### src/rtl/osmac_pkg.sv
package osmac_pkg;
  localparam int DATA_W = 8;
  localparam int ACC_W  = 24;

  typedef logic signed [DATA_W-1:0] data_t;
  typedef logic signed [ACC_W-1:0]  acc_t;
  typedef logic signed [2*DATA_W-1:0] prod_t;

  typedef enum logic [1:0] {
    PH_IDLE  = 2'd0,
    PH_ACCUM = 2'd1,
    PH_DRAIN = 2'd2
  } phase_e;

  // One multiply-accumulate, wrapping at ACC_W bits.
  function automatic acc_t mac_step(acc_t acc, data_t w, data_t x);
    prod_t p;
    p = w * x;
    return acc + acc_t'(p);
  endfunction
endpackage

### src/rtl/osmac_ctrl.sv
module osmac_ctrl
  import osmac_pkg::*;
#(
  parameter int P  = 4,
  parameter int KW = 16
) (
  input  logic          clk,
  input  logic          rst_n,
  input  logic          start,
  input  logic [KW-1:0] len_k,
  input  logic          step_valid,
  input  logic          out_ready,
  output logic          clr,
  output logic          mac_en,
  output logic          shift_en,
  output logic          done
);
  localparam int DCW = (P > 1) ? $clog2(P) : 1;

  phase_e        phase;
  logic [KW-1:0] k_q;
  logic [KW-1:0] step_cnt;
  logic [DCW-1:0] pop_cnt;
  logic          last_step;
  logic          last_pop;

  assign last_step = (step_cnt == k_q - KW'(1));
  assign last_pop  = (pop_cnt == DCW'(P - 1));

  assign clr      = start;
  assign mac_en   = (phase == PH_ACCUM) && step_valid && !start;
  assign shift_en = (phase == PH_DRAIN) && out_ready && !start;
  assign done     = (phase == PH_DRAIN);

  always_ff @(posedge clk) begin
    if (!rst_n) begin
      phase    <= PH_IDLE;
      k_q      <= '0;
      step_cnt <= '0;
      pop_cnt  <= '0;
    end else if (start) begin
      k_q      <= len_k;
      step_cnt <= '0;
      pop_cnt  <= '0;
      phase    <= (len_k == '0) ? PH_DRAIN : PH_ACCUM;
    end else begin
      case (phase)
        PH_ACCUM: if (mac_en) begin
          step_cnt <= step_cnt + KW'(1);
          if (last_step) phase <= PH_DRAIN;
        end
        PH_DRAIN: if (shift_en) begin
          pop_cnt <= pop_cnt + DCW'(1);
          if (last_pop) phase <= PH_IDLE;
        end
        default: ;
      endcase
    end
  end

  a_r5_no_overrun: assert property (@(posedge clk) disable iff (!rst_n)
    (phase == PH_ACCUM) |-> (step_cnt < k_q));

  a_r5_done_after_k: assert property (@(posedge clk) disable iff (!rst_n)
    (mac_en && last_step) |=> done);

  a_r7_idle_after_p: assert property (@(posedge clk) disable iff (!rst_n)
    (shift_en && last_pop) |=> (!done && phase == PH_IDLE));

  a_r9_zero_len: assert property (@(posedge clk) disable iff (!rst_n)
    (start && len_k == '0) |=> done);

  a_r10_abort: assert property (@(posedge clk) disable iff (!rst_n)
    (start && len_k != '0) |=> (phase == PH_ACCUM));
endmodule

### src/rtl/osmac_pe.sv
module osmac_pe
  import osmac_pkg::*;
(
  input  logic  clk,
  input  logic  rst_n,
  input  logic  clr,
  input  logic  mac_en,
  input  logic  shift_en,
  input  data_t weight,
  input  data_t act_in,
  input  acc_t  acc_in,
  output data_t act_q,
  output acc_t  acc_q
);
  always_ff @(posedge clk) begin
    if (!rst_n || clr) begin
      act_q <= '0;
      acc_q <= '0;
    end else if (mac_en) begin
      act_q <= act_in;
      acc_q <= mac_step(acc_q, weight, act_in);
    end else if (shift_en) begin
      acc_q <= acc_in;
    end
  end

  a_r2_clear: assert property (@(posedge clk) disable iff (!rst_n)
    clr |=> (acc_q == '0 && act_q == '0));

  a_r4_hold: assert property (@(posedge clk) disable iff (!rst_n)
    (!clr && !mac_en && !shift_en) |=> ($stable(acc_q) && $stable(act_q)));

  a_r3_relay: assert property (@(posedge clk) disable iff (!rst_n)
    (mac_en && !clr) |=> (act_q == $past(act_in)));

  a_r6_shift: assert property (@(posedge clk) disable iff (!rst_n)
    (shift_en && !mac_en && !clr) |=> (acc_q == $past(acc_in)));
endmodule

### src/rtl/osmac_array.sv
module osmac_array
  import osmac_pkg::*;
#(
  parameter int P  = 4,
  parameter int KW = 16
) (
  input  logic                    clk,
  input  logic                    rst_n,
  input  logic                    start,
  input  logic [KW-1:0]           len_k,
  input  logic                    step_valid,
  input  logic signed [DATA_W-1:0] step_weight,
  input  logic signed [DATA_W-1:0] step_act,
  output logic                    out_valid,
  input  logic                    out_ready,
  output logic signed [ACC_W-1:0] out_data,
  output logic                    done
);
  logic clr, mac_en, shift_en, drain_phase;

  data_t act_r [P];
  acc_t  acc_r [P];

  osmac_ctrl #(.P(P), .KW(KW)) u_ctrl (
    .clk        (clk),
    .rst_n      (rst_n),
    .start      (start),
    .len_k      (len_k),
    .step_valid (step_valid),
    .out_ready  (out_ready),
    .clr        (clr),
    .mac_en     (mac_en),
    .shift_en   (shift_en),
    .done       (drain_phase)
  );

  for (genvar i = 0; i < P; i++) begin : g_pe
    data_t a_in;
    acc_t  s_in;
    if (i == 0) begin : g_head
      assign a_in = step_act;
    end else begin : g_body
      assign a_in = act_r[i-1];
    end
    if (i == P - 1) begin : g_tail
      assign s_in = '0;
    end else begin : g_link
      assign s_in = acc_r[i+1];
    end
    osmac_pe u_pe (
      .clk      (clk),
      .rst_n    (rst_n),
      .clr      (clr),
      .mac_en   (mac_en),
      .shift_en (shift_en),
      .weight   (step_weight),
      .act_in   (a_in),
      .acc_in   (s_in),
      .act_q    (act_r[i]),
      .acc_q    (acc_r[i])
    );
  end

  assign out_valid = drain_phase;
  assign done      = drain_phase;
  assign out_data  = acc_r[0];

  a_r6_backpressure: assert property (@(posedge clk) disable iff (!rst_n)
    (out_valid && !out_ready && !start) |=> (out_valid && $stable(out_data)));

  a_r10_drop_valid: assert property (@(posedge clk) disable iff (!rst_n)
    (start && len_k != '0) |=> !out_valid);
endmodule

### config.mk
export PLATFORM = sky130hd
export DESIGN_NAME = osmac_array
export DESIGN_NICKNAME = d
export VERILOG_FILES = /design/src/rtl/osmac_pkg.sv /design/src/rtl/osmac_ctrl.sv /design/src/rtl/osmac_pe.sv /design/src/rtl/osmac_array.sv
export SDC_FILE = /design/constraint.sdc
export NUM_CORES = 1
export LEC_CHECK = 0
export ABC_AREA = 1
export CAP_MARGIN = 20
export CELL_PAD_IN_SITES_DETAIL_PLACEMENT = 0
export CELL_PAD_IN_SITES_GLOBAL_PLACEMENT = 1
export CORE_MARGIN = 3
export CORE_UTILIZATION = 55
export CTS_CLUSTER_DIAMETER = 200
export CTS_CLUSTER_SIZE = 14
export DETAILED_ROUTE_END_ITERATION = 10
export DONT_BUFFER_PORTS = 1
export PLACE_DENSITY = 0.95
export SLEW_MARGIN = 0
export SYNTH_ARGS = -nofsm -noshare
export SYNTH_HDL_FRONTEND = slang
export SYNTH_SLANG_ARGS = --single-unit
### constraint.sdc
create_clock -name clk -period 12.6 [get_ports clk]
set_input_delay 0.63 -clock clk [delete_from_list [all_inputs] [get_ports clk]]
set_output_delay 0.63 -clock clk [all_outputs]
set_load 0.005 [all_outputs]
# Word-level counts from Yosys, hierarchy flattened
# Cells that the tools add are included.
[word_totals] ff_bits=156 input_bits=37 output_inout_bits=26
[classes] add_sub_neg=7 mul=4 n_eq_ne=8 n_mux=15 n_bitwise=1 n_reduce_logical=14
[ops] cell="$mux W24" n=8
[ops] cell="$add A24 B16 Y24" n=4
[ops] cell="$mul A8 B8 Y16" n=4
[ops] cell="$add A16 B1 Y16 const B" n=1
[ops] cell="$eq A16 B16 Y1" n=1
[ops] cell="$logic_not A16 Y1" n=1
[ops] cell="$sub A16 B1 Y16 const B" n=1
[ops] cell="$mux W2" n=6
[ops] cell="$ne A3 B2 Y1 const B" n=4
[ops] cell="$reduce_and A5 Y1" n=1
[ops] cell="$eq A2 B2 Y1 const B" n=2
[ops] cell="$logic_and A1 B1 Y1" n=4
[ops] cell="$pmux W2 S2" n=1
[ops] cell="$reduce_and A2 Y1" n=2
[ops] cell="$reduce_bool A3 Y1" n=1
[ops] cell="$add A2 B1 Y2 const B" n=1
[ops] cell="$eq A2 B1 Y1 const B" n=1
[ops] cell="$logic_not A1 Y1" n=2
[ops] cell="$reduce_bool A2 Y1" n=1
[ops] cell="$reduce_or A2 Y1" n=1
[ops] cell="$logic_or A1 B1 Y1" n=1
[ops] cell="$not A1 Y1" n=1

# Longest topological paths before layout
# Gate-level depths: netlist (run 1).
[logic_depth] depth_word=6 depth_mapped=26 ltp_nobuf=24

# Cells and area by module
# Synthesis (run 1) repeated with hierarchy kept, for this count alone.
[hier_totals] hier_cells=3561 hier_area_um2=26211.4
[by_module_without_submodules] module="osmac_pe (g_pe[2].u_pe)" n_inst=1 cells_per_inst=817 area_per_inst_um2=6103.4 seq_area_each_um2=640.6
[by_module_without_submodules] module="osmac_pe (g_pe[3].u_pe)" n_inst=1 cells_per_inst=821 area_per_inst_um2=6043.3 seq_area_each_um2=640.6
[by_module_without_submodules] module="osmac_pe (g_pe[0].u_pe)" n_inst=1 cells_per_inst=802 area_per_inst_um2=5948.2 seq_area_each_um2=640.6
[by_module_without_submodules] module="osmac_pe (g_pe[1].u_pe)" n_inst=1 cells_per_inst=787 area_per_inst_um2=5944.5 seq_area_each_um2=640.6
[by_module_without_submodules] module="osmac_ctrl" n_inst=1 cells_per_inst=332 area_per_inst_um2=2160.8 seq_area_each_um2=720.7
[by_module_without_submodules] module="osmac_array" n_inst=1 cells_per_inst=2 area_per_inst_um2=11.3 seq_area_each_um2=0.0

# Least setup slack after synthesis (run 1)
# Ideal clock, no wire load.
[synth_timing] kind="in2reg" startpoint="input port step_weight[7]" endpoint="register g_pe[1].u_pe.acc_q[18]" setup_ps=132 arrival_ps=5172 required_ps=12468 slack_ps=7296 cell_stages=20 path_buffers=1 cell_sequence="clkbuf_1 -> nand2_1 -> inv_1 -> fa_1 -> fa_1 -> fa_1 -> fa_1 -> ha_1 -> ha_1 -> a21oi_1 -> a21boi_0 -> inv_1 -> nand2_1 -> nand2_1 -> nand2_1 -> nand2_1 -> nand2_1 -> nand2_1 -> o21ai_0 -> a21oi_1"
[synth_between] elab_chain_len=3
[synth_lines] item="from (decl)" line="osmac_array.sv:12" rtl="input logic signed [DATA_W-1:0] step_weight,"
[synth_lines] item="$mul A8 B8 Y16" line="osmac_pkg.sv:18" rtl="p = w * x;"
[synth_lines] item="$add A24 B16 Y24" line="osmac_pkg.sv:19" rtl="return acc + acc_t'(p);"
[synth_lines] item="$mux W24" line="osmac_pe.sv:19" rtl="end else if (mac_en) begin"
[synth_lines] item="to (signal assigned)" line="osmac_pe.sv:21" rtl="acc_q <= mac_step(acc_q, weight, act_in);"
[synth_lines] item="to (signal assigned)" line="osmac_pe.sv:23" rtl="acc_q <= acc_in;"
[synth_lines] item="to (decl)" line="osmac_pe.sv:13" rtl="output acc_t acc_q"
# No other way between the ends.
# A chain may end at the register's enable or synchronous reset.

# Worst setup path after layout (run 1)
[layout_timing] startpoint="register g_pe[0].u_pe.act_q[0]" endpoint="register g_pe[1].u_pe.acc_q[17]"
[layout_between] elab_chain_len=3
[layout_lines] item="from (decl)" line="osmac_pe.sv:12" rtl="output data_t act_q,"
[layout_lines] item="from (signal assigned)" line="osmac_pe.sv:20" rtl="act_q <= act_in;"
[layout_lines] item="$mul A8 B8 Y16" line="osmac_pkg.sv:18"
[layout_lines] item="$add A24 B16 Y24" line="osmac_pkg.sv:19"
[layout_lines] item="$mux W24" line="osmac_pe.sv:19"
# No other way between the ends.

==> reports/metrics.cfg, run 1 <==
[route]
drc_errors = 0
dr.pass1.iters = 6
routed_via_density = 5.50
wl_per_cell_um = 17.3
wl_mm = 61.7
ant_nets = 0
vias = 19650
drt_first_iter_violations = 1562

[clocking]
cts_tree = yes
cts_hold_buf = 0
cts_resized = 0
cts_setup_buffers = 0
clk_pin_slew_ps = 70
clkLatencyLatePin_ps = 470
cts.sinks = 156
cts-buffers-inserted = 17
htreeDepth = 4
clockBufferDepth = 2
cts_root_buf = clkbuf_16

[worst_setup_path]
worstPathRequired_ps = 12910
reg2reg_to = g_pe[1].u_pe.acc_q[17]
start_kind = flip-flop
path_class = flip-flop to flip-flop
worstRegToRegCells = 17
worst-r2r-setup-slack_ps = 6880
worstSetupEndpointType = flip-flop
worst-path-max-fanout = 16
r2r_start = g_pe[0].u_pe.act_q[0]
worstPathArrival_ps = 6030

[sta]
relSlewSlack_pct = 33.9
fmax_mhz = 175
worst_pin_slew_ps = 990
hold_viol = 0
setup_ws_ps = 6880
min_period_ps = 5720
finalSetupViolations = 0
finalCritPeriodShare_pct = 45.4
rsz0062_at_grt = no
slew_viol_final = 0
clock_skew_ps = 13.5
tns_ps = 0

[pwr]
powerDensity_nw_per_um2 = 90.7
swShare_pct = 44.7
pwr-share-comb_pct = 52.4
p_leak_nw = 13.7
power_mw = 2.27
p_clk_share_pct = 25.0
power_frac_seq_pct = 22.6
p_int_mw = 1.26
switching_power_mw = 1.02
ir_drop_mv = 0.0985

[synth]
synth_cell_types = 45
async_flop_share_pct = 0
synth-seq-cells = 156
synth-edff-count = 0
syn-instance-count = 3055
ys.flop_type = dfxtp_1
synthesis.nets = 3727
syn_area_um2 = 24100
yosysWarnings = 0
yosysSeqAreaShare_pct = 13.0
post_synth.cell_area_avg_um2 = 7.88

[global_routing]
grt_overflow = 0
antenna_found_initial = 0
grt_usage_pct = 27.7
first_global_vias = 20130
grt_max_degree = 75
grt_pass1_wl_mm = 104

[min_path]
whs_path_depth = 2
holdPathEnd = u_ctrl.phase[1]
worst_hold_path_type = input port to flip-flop
hold_start = rst_n

[outcome]
outcome = finished, final reports clean

[floorplanning]
die_area_um2 = 46300
pin_count = 63
row_count = 76
initial_core_util_pct = 55.8
die_width_um = 215
core_um2 = 43200
die_y_um = 215

[place]
port-buffer-count = 0
place_ws_ps = 6870
dp_hpwl_mm = 48.2
gp_congestion = 0.886

[finish]
mostFrequentLayoutCells = 669 x nand2_1, 627 x inv_1, 416 x fa_1
multi_input_area_um2 = 18100
fin_util_pct = 58.0
regArea_um2 = 3120
final_nets = 3646
layout_commonest_cell = nand2_1
drive_gt1_share_pct = 2.14
n_antenna_cell = 0
area_delta_synth_final_pct = 4.01
n_fill_cell = 3988

[run]
drv_cap = 0

==> cell families (layout without fill, tap and decap cells) <==
| group | Yosys count | after routing | share of synthesized area (%) |
|---|---|---|---|
| xor+xnor | 58 | 58 | 2.17 |
| simple gates | 1021 | 1021 | 17.2 |
| flops | 156 | 156 | 13.0 |
| fa+ha+maj | 635 | 635 | 46.0 |
| buf+inv | 744 | 676 | 11.7 |
| compound gates | 441 | 441 | 9.93 |
==> power groups by stage <==
stage / Combinational, mW / Clock (mW) / Sequential, mW
after global placement: 1.15 / 0 / 0.525
after floorplan: 0.928 / 0 / 0.518
final: 1.19 / 0.567 / 0.514
after detailed placement: 1.17 / 0 / 0.525
after CTS: 1.18 / 0.575 / 0.513
after global routing: 1.36 / 0.593 / 0.515
==> per-layer routing <==
metal	wire length, µm	GRT usage, %
met5	0	0
met2	29900	46.3
met3	3650	3.51
met1	26700	38.3
met4	1420	7.82
==> how the worst max path moves through the flow <==
stage / startpoint / to / slack, ps
6_report: g_pe[0].u_pe.act_q[0] / g_pe[1].u_pe.acc_q[17] / 6880
5_1_grt: g_pe[0].u_pe.act_q[0] / g_pe[1].u_pe.acc_q[19] / 6440
3_5_place_dp: step_weight[7] / g_pe[1].u_pe.acc_q[17] / 6870
3_3_place_gp: step_weight[7] / g_pe[1].u_pe.acc_q[21] / 6950
2_1_floorplan: step_weight[7] / g_pe[1].u_pe.acc_q[18] / 7300
4_1_cts: g_pe[0].u_pe.act_q[0] / g_pe[1].u_pe.acc_q[17] / 6880
==> layout make-up <==
class,instances,share of cell area (%)
Clock inverter,14,0.689
Inverter,637,9.56
Timing Repair Buffer,7,0.210
Tap cell,585,2.92
Clock buffer,18,1.75
Multi-Input combinational cell,2155,72.4
Sequential cell,156,12.5
==> flip-flops by register name (all words and copies together) (netlist names) <==
| signal | flops |
|---|---|
| u_ctrl.phase | 2 |
| u_ctrl.k_q | 16 |
| u_ctrl.pop_cnt | 2 |
| g_pe.u_pe.act_q | 24 |
| g_pe.u_pe.acc_q | 96 |
| u_ctrl.step_cnt | 16 |
==> critical path, stage by stage (launching register included) <==
cell and delay, ps:
dfxtp_1 550, nand2_1 150, inv_1 730, fa_1 590, fa_1 510, fa_1 580
fa_1 420, ha_1 290, ha_1 360, nand2_1 120, nor2_1 180, a21oi_1 120
o21ai_0 480, nand2_1 140, nand3_1 100, nand3_1 80, nand2_1 90, a21oi_1 50
==> synth_stat cells, types with 14 or more instances <==
cell type  number  area [µm²]
a21oi_1       206        1030
a31oi_1        31         194
buf_2          18        90.1
clkbuf_1       80         300
dfxtp_1       156        3120
fa_1          416        8330
ha_1          219        2740
inv_1         627        2350
nand2_1       669        2510
nand3_1        85         425
nand4_1        22         138
nor2_1        199         747
nor3_1         15        75.1
o21ai_0       146         731
o21bai_1       14         105
xnor2_1        30         263
xor2_1         27         236
==> metrics by stage <==
step	instances	hold WS [ps]	cell area, µm²
2_1_floorplan	3055	440	24100
3_3_place_gp	3540	448	24400
3_5_place_dp	3540	455	24400
4_1_cts	3572	257	25000
5_1_grt	3572	277	25000
6_report	3572	280	25000
Power figures use the tool's default switching activity.
==> run 2: changes to the inputs <==
--- a/config.mk
+++ b/config.mk
@@ -10,12 +10,12 @@
 export CELL_PAD_IN_SITES_DETAIL_PLACEMENT = 0
 export CELL_PAD_IN_SITES_GLOBAL_PLACEMENT = 1
 export CORE_MARGIN = 3
-export CORE_UTILIZATION = 55
+export CORE_UTILIZATION = 51
 export CTS_CLUSTER_DIAMETER = 200
 export CTS_CLUSTER_SIZE = 14
 export DETAILED_ROUTE_END_ITERATION = 10
 export DONT_BUFFER_PORTS = 1
-export PLACE_DENSITY = 0.95
+export PLACE_DENSITY = 0.93
 export SLEW_MARGIN = 0
 export SYNTH_ARGS = -nofsm -noshare
 export SYNTH_HDL_FRONTEND = slang
==> constraint.sdc (replaced) <==
create_clock -name clk -period 5.3 [get_ports clk]
set_input_delay 0.265 -clock clk [delete_from_list [all_inputs] [get_ports clk]]
set_output_delay 0.265 -clock clk [all_outputs]
set_load 0.005 [all_outputs]
==> run 2 against run 1 <==
  * Critical path depth up 1
  * Combinational power up 140%
  * Wire length up 0.54%
  * Flip-flop and latch count unchanged
  * Worst hold slack worse by 240 ps
  * Clock power up 130%
  * Die area up 7.6%
  * Critical endpoint is now g_pe[3].u_pe.acc_q[15]
  * Highest routed layer unchanged
==> reports/metrics.cfg, run 2 (synthesis results as in run 1) <==
[pwr]
switching_power_mw = 2.45  ; +140%
p_clk_share_pct = 24.6  ; -0.4 points
power_mw = 5.43  ; +140%
pwr-share-comb_pct = 53.0  ; +0.6 points
swShare_pct = 45.1  ; +0.43 points
power_frac_seq_pct = 22.5  ; about the same
p_int_mw = 2.98  ; +140%
powerDensity_nw_per_um2 = 210  ; +130%
p_leak_nw = 14.0  ; +2.4%
ir_drop_mv = 0.263  ; +170%

[sta]
relSlewSlack_pct = 39.2  ; +5.3 points
fmax_mhz = 197  ; +13%
finalCritPeriodShare_pct = 95.8  ; +50 points
setup_ws_ps = 224  ; -6650 ps
finalSetupViolations = 0  ; unchanged
rsz0062_at_grt = no
min_period_ps = 5080  ; -647 ps
holdWs_ps = 36.7  ; -243 ps
clock_skew_ps = 20.2  ; +6.72 ps
tns_ps = 0  ; unchanged
worst_pin_slew_ps = 912  ; -77.9 ps
hold_viol = 0  ; unchanged
slew_viol_final = 0  ; unchanged

[worst_setup_path]
worst-r2r-setup-slack_ps = 220  ; -6650 ps
reg2reg_to = g_pe[3].u_pe.acc_q[15]
path_class = flip-flop to flip-flop
start_kind = flip-flop
worst-path-max-fanout = 9  ; -7
worstRegToRegCells = 18  ; +1
worstSetupPathDepth = 18  ; +1
worstPathArrival_ps = 5490  ; -540 ps
worstSetupEndpointType = flip-flop
path_cells = nand2_1 -> clkinvlp_4 -> buf_4 -> fa_1 -> inv_1 -> fa_1 -> inv_1 -> fa_1 -> fa_1 -> ha_1 -> ha_1 -> a21oi_1 -> o21ai_0 -> a21oi_1 -> o21ai_0 -> a21oi_1 -> o21ai_0 -> a21oi_1
r2r_start = g_pe[2].u_pe.act_q[1]
crit_buf_inv = 4  ; +3
slowest_delay_ps = 550  ; -180 ps
worstPathRequired_ps = 5710  ; -7200 ps
critical_path.top_delay_family = adder cells
cpMaxStageDelayCell = fa_1

[global_routing]
antenna_found_initial = 1  ; +1
met1_usage_pct = 36.3  ; -2.0 points
grt_usage_pct = 26.2  ; -1.5 points
first_global_vias = 20538  ; +2.0%
grt_pass1_wl_mm = 106  ; +2.1%
grt-busiest-layer = met2
grt_overflow = 0  ; unchanged
met3_usage_pct = 4.03  ; +0.52 points
grt_max_degree = 54  ; -28%
use_met2_pct = 43.3  ; -3.0 points

[floorplanning]
initial_core_util_pct = 52.4  ; -3.4 points
die_area_um2 = 49900  ; +7.6%
core_um2 = 46000  ; +6.5%
pin_count = 63  ; unchanged
die_width_um = 223  ; +3.7%
die_y_um = 223  ; +3.7%
row_count = 78  ; +2.6%

[clocking]
htreeDepth = 4  ; unchanged
cts.sinks = 156  ; unchanged
clk_pin_slew_ps = 90  ; +20 ps
cts_root_buf = clkbuf_16
clkLatencyLatePin_ps = 500  ; +30 ps
clockBufferDepth = 2  ; unchanged
cts_tree = yes
cts-buffers-inserted = 17  ; unchanged

[route]
drt_first_iter_violations = 1303  ; -17%
dr.pass1.iters = 6  ; unchanged
wl_per_cell_um = 17.0  ; -1.9%
drc_errors = 0  ; unchanged
routed_via_density = 5.38  ; -2.2%
ant_nets = 0  ; unchanged
vias = 19681  ; +0.16%
wl_mm = 62.1  ; +0.54%

[finish]
layoutNonFillerInstCount = 3659  ; +2.4%
n_antenna_cell = 0  ; unchanged
mostFrequentLayoutCells = 669 x nand2_1, 619 x inv_1, 413 x fa_1
fin_util_pct = 56.2  ; -1.8 points
fin_area_um2 = 25800  ; +3.1%
layout_commonest_cell = nand2_1
area_delta_synth_final_pct = 7.28
drive_gt1_share_pct = 4.58  ; +2.4 points
final_nets = 3718  ; +2.0%
top_regs = g_pe.u_pe.acc_q x96, g_pe.u_pe.act_q x24
largest_reg_flops = 96  ; unchanged
largest-register = g_pe.u_pe.acc_q

[place]
placedCellCount = 3595  ; +1.6%
place_ws_ps = -382  ; -7260 ps
dp_hpwl_mm = 49.2  ; +2.0%
postPlaceCellArea_um2 = 24800  ; +1.5%
gp_congestion = 0.936  ; +5.6%
port-buffer-count = 0  ; unchanged

[min_path]
worst_hold_path_type = input port to flip-flop
whs_path_depth = 2  ; unchanged
hold_start = rst_n
holdPathEnd = u_ctrl.k_q[1]

[outcome]
outcome = finished, final reports clean

[run]
drv_cap = 0  ; unchanged

run 2: layout make-up:
cell class | instances | area, µm²
clock inverters | 14 | 164
multi-input cells | 2155 | 18200
well taps | 600 | 751
fillers | 4257 | 20100
inverters | 637 | 2410
flip-flops and latches | 156 | 3130
clock buffers | 18 | 439
repair buffers | 79 | 719
run 2: worst max-delay path by stage:
| stage | from | to |
|---|---|---|
| 3_5_place_dp | g_pe[2].u_pe.act_q[2] | g_pe[3].u_pe.acc_q[22] |
| 4_1_cts | g_pe[2].u_pe.act_q[2] | g_pe[3].u_pe.acc_q[22] |
| 5_1_grt | g_pe[0].u_pe.act_q[0] | g_pe[1].u_pe.acc_q[22] |
| 6_report | g_pe[2].u_pe.act_q[1] | g_pe[3].u_pe.acc_q[15] |
| 2_1_floorplan | g_pe[0].u_pe.act_q[0] | g_pe[1].u_pe.acc_q[18] |
| 3_3_place_gp | g_pe[2].u_pe.act_q[2] | g_pe[3].u_pe.acc_q[22] |
run 2: repair_timing:
item	4_1_cts	5_1_grt
endpoints found under the setup margin	3	28
pin swaps	0	3
setup buffers	2	1
hold endpoints to repair	24	0
resized for setup	5	34
hold buffers	29	0
run 2: worst register-to-register path, cell delays in order, from the launching register on:
cell and delay [ps]:
dfxtp_2 380, nand2_1 120, clkinvlp_4 190, buf_4 230, fa_1 490, inv_1 60, fa_1 500, inv_1 50
fa_1 550, fa_1 420, ha_1 290, ha_1 350, a21oi_1 220, o21ai_0 150, a21oi_1 340, o21ai_0 190
a21oi_1 170, o21ai_0 170, a21oi_1 150
run 2: layer usage:
layer / up-vias / share of wire, %
met1: 9718 / 45
met3: 92 / 5.5
li1: 9361 / -
met5: - / 0
met4: 0 / 2.1
met2: 510 / 48
run 2: power groups by stage:
stage | logic (mW) | registers, mW | clock network, mW
final | 2.87 | 1.22 | 1.33
after floorplan | 2.21 | 1.23 | 0
after global placement | 2.75 | 1.24 | 0
after global routing | 3.32 | 1.22 | 1.40
after detailed placement | 2.80 | 1.24 | 0
after CTS | 2.87 | 1.22 | 1.35
==> run 3: changes to the inputs <==
--- a/config.mk
+++ b/config.mk
@@ -6,16 +6,16 @@
 export NUM_CORES = 1
 export LEC_CHECK = 0
 export ABC_AREA = 1
-export CAP_MARGIN = 20
+export CAP_MARGIN = 10
 export CELL_PAD_IN_SITES_DETAIL_PLACEMENT = 0
 export CELL_PAD_IN_SITES_GLOBAL_PLACEMENT = 1
 export CORE_MARGIN = 3
-export CORE_UTILIZATION = 51
+export CORE_UTILIZATION = 55
 export CTS_CLUSTER_DIAMETER = 200
 export CTS_CLUSTER_SIZE = 14
 export DETAILED_ROUTE_END_ITERATION = 10
 export DONT_BUFFER_PORTS = 1
-export PLACE_DENSITY = 0.93
+export PLACE_DENSITY = 0.95
 export SLEW_MARGIN = 0
 export SYNTH_ARGS = -nofsm -noshare
 export SYNTH_HDL_FRONTEND = slang
==> constraint.sdc (replaced) <==
create_clock -name clk -period 5.9 [get_ports clk]
set_input_delay 0.295 -clock clk [delete_from_list [all_inputs] [get_ports clk]]
set_output_delay 0.295 -clock clk [all_outputs]
set_load 0.005 [all_outputs]
==> run 3 against run 2 <==
  * Critical path depth unchanged
  * Worst hold slack worse by 17 ps
  * Setup slack better by 170 ps
  * Sequential share of layout area up 0.16 points
  * Maximum frequency down 7.8%
  * Clock-buffer cell count up 1
  * Critical endpoint is now g_pe[1].u_pe.acc_q[22]
  * Clock skew down 9.4 ps
  * Largest cell class unchanged
  * Register-to-register slack better by 170 ps
==> reports/metrics.cfg, run 3 (synthesis results as in run 1) <==
[finish]
layout_commonest_cell = nand2_1
n_fill_cell = 3994  ; -6.2%
largest_reg_flops = 96  ; unchanged
mostFrequentLayoutCells = 669 x nand2_1, 627 x inv_1, 416 x fa_1
largest-register = g_pe.u_pe.acc_q
layoutNonFillerInstCount = 3611  ; -1.3%
top_regs = g_pe.u_pe.acc_q x96, g_pe.u_pe.act_q x24
drive_gt1_share_pct = 2.48  ; -2.1 points
n_antenna_cell = 0  ; unchanged
area_delta_synth_final_pct = 5.53
multi_input_area_um2 = 18100  ; -0.44%
final_nets = 3685  ; -0.89%
regArea_um2 = 3120  ; -0.36%

[floorplanning]
row_count = 76  ; -2.6%
die_area_um2 = 46300  ; -7.1%
die_y_um = 215  ; -3.6%
die_width_um = 215  ; -3.6%
initial_core_util_pct = 55.8  ; +3.4 points
core_um2 = 43200  ; -6.1%
pin_count = 63  ; unchanged

[global_routing]
grt_max_degree = 97  ; +80%
antenna_found_initial = 1  ; unchanged
grt_overflow = 0  ; unchanged
first_global_vias = 20324  ; -1.0%
grt_usage_pct = 28.1  ; +1.9 points
grt_pass1_wl_mm = 105  ; -0.96%

[route]
wl_per_cell_um = 17.2  ; +1.3%
drt_first_iter_violations = 1281  ; -1.7%
ant_nets = 0  ; unchanged
wl_mm = 62.0  ; about the same
vias = 19687  ; +0.030%
routed_via_density = 5.45  ; +1.4%
maxUsedRoutingLayer = met4
route.met3.wl_mm = 3.75  ; +9.0%
drt-met1-wl_mm = 26.7  ; -3.4%
drc_errors = 0  ; unchanged
dr.pass1.iters = 5  ; -1
wl_met2_mm = 30.1  ; +1.5%

[sta]
clock_skew_ps = 10.8  ; -9.42 ps
fmax_mhz = 182  ; -7.8%
slew_viol_final = 0  ; unchanged
relSlewSlack_pct = 36.8  ; -2.4 points
min_period_ps = 5510  ; +432 ps
finalCritPeriodShare_pct = 93.4  ; -2.4 points
worst_pin_slew_ps = 948  ; +35.9 ps
tns_ps = 0  ; unchanged
rsz0062_at_grt = no
finalSetupViolations = 0  ; unchanged
holdWs_ps = 19.7  ; -16.9 ps
hold_viol = 0  ; unchanged
setup_ws_ps = 392  ; +168 ps

[pwr]
switching_power_mw = 2.19  ; -11%
ir_drop_mv = 0.211  ; -20%
p_leak_nw = 13.9  ; -1.1%
power_frac_seq_pct = 22.6  ; about the same
powerDensity_nw_per_um2 = 191  ; -9.1%
pwr-share-comb_pct = 52.7  ; -0.3 points
p_int_mw = 2.67  ; -10%
power_mw = 4.85  ; -11%
p_clk_share_pct = 24.7  ; about the same
swShare_pct = 45.1  ; about the same

[clocking]
clkLatencyLatePin_ps = 500  ; about the same
htreeDepth = 4  ; unchanged
cts_tree = yes
clockBufferDepth = 2  ; unchanged
clk_pin_slew_ps = 80  ; about the same
cts_setup_buffers = 0  ; -2
cts-buffers-inserted = 17  ; unchanged
cts.sinks = 156  ; unchanged
cts_root_buf = clkbuf_16

[worst_setup_path]
path_class = flip-flop to flip-flop
worstSetupEndpointType = flip-flop
worstPathArrival_ps = 5840  ; +350 ps
worst-path-max-fanout = 10  ; +1
worstRegToRegCells = 18  ; unchanged
worstPathRequired_ps = 6230  ; +520 ps
reg2reg_to = g_pe[1].u_pe.acc_q[22]
worst-r2r-setup-slack_ps = 390  ; +170 ps
start_kind = flip-flop
r2r_start = g_pe[0].u_pe.act_q[0]

[place]
dp_hpwl_mm = 48.2  ; -1.9%
place_ws_ps = 431  ; +813 ps
port-buffer-count = 0  ; unchanged
gp_congestion = 0.873  ; -6.7%
placedCellCount = 3551  ; -1.2%

[min_path]
hold_start = len_k[8]
whs_path_depth = 2  ; unchanged
worst_hold_path_type = input port to flip-flop
holdPathEnd = u_ctrl.k_q[8]

[run]
drv_cap = 0  ; unchanged

[outcome]
outcome = finished, final reports clean

==> run 3: cell types whose count changed in the layout (fill, tap and decap cells not counted), moves of 3 or more <==
cell / before / now
inv_1: 619 / 627
buf_12: 4 / 1
ha_1: 216 / 219
nor3_1: 12 / 15
dfxtp_2: 9 / 0
fa_2: 3 / 0
fa_1: 413 / 416
dfxtp_1: 147 / 156
buf_4: 45 / 17
clkinvlp_4: 7 / 3
inv_2: 8 / 4
==> run 3: routing by layer <==
metal | up-vias | global-route usage [%]
met2 | 594 | 47.2
li1 | 9284 | -
met3 | 104 | 4.77
met1 | 9705 | 37.9
met5 | - | 0
met4 | 0 | 7.95
==> run 3: stage by stage <==
stage / util [%] / area [µm²]
5_1_grt: 58.9 / 25400
2_1_floorplan: - / 24100
6_report: 58.9 / 25400
3_5_place_dp: 56.8 / 24500
3_3_place_gp: 56.8 / 24500
4_1_cts: 58.9 / 25400
==> run 3: how the worst max path moves through the flow <==
stage / startpoint / endpoint / depth (start not counted)
after floorplan: g_pe[0].u_pe.act_q[0] / g_pe[1].u_pe.acc_q[18] / 20
after global placement: g_pe[0].u_pe.act_q[0] / g_pe[1].u_pe.acc_q[22] / 18
after detailed placement: g_pe[0].u_pe.act_q[0] / g_pe[1].u_pe.acc_q[22] / 18
after CTS: g_pe[0].u_pe.act_q[0] / g_pe[1].u_pe.acc_q[22] / 18
after global routing: g_pe[0].u_pe.act_q[0] / g_pe[1].u_pe.acc_q[22] / 19
final: g_pe[0].u_pe.act_q[0] / g_pe[1].u_pe.acc_q[22] / 18
==> run 3: repair_timing <==
item,4_1_cts,5_1_grt
resized for setup,0,0
hold buffers,28,0
hold endpoints to repair,24,0
setup endpoints to repair,0,0
==> run 3: cell type report <==
cell class	count	share of cell area (%)
timing repair buffer	46	1.68
sequential	156	12.3
tap	585	2.88
clock inverter	13	0.586
multi-input combinational	2155	71.4
inverter	637	9.42
clock buffer	19	1.78
==> run 3: worst max-delay path, stage by stage, from the launching register on <==
cell,delay (ps)
dfxtp_1,510
nand2_1,160
inv_1,400
buf_4,310
fa_1,490
fa_1,510
fa_1,580
fa_1,420
ha_1,290
ha_1,380
nand2_1,100
inv_1,80
nand3_1,80
nor3_1,340
nand4_1,280
nand4_1,180
nand3_1,80
nand2_1,80
a21oi_1,50
==> run 3: power groups by stage <==
stage          clock, mW  combinational (mW)  sequential, mW
5_1_grt             1.25                2.93            1.10
4_1_cts             1.22                2.55            1.10
6_report            1.20                2.56            1.10
3_5_place_dp           0                2.50            1.12
2_1_floorplan          0                1.98            1.11
3_3_place_gp           0                2.47            1.12
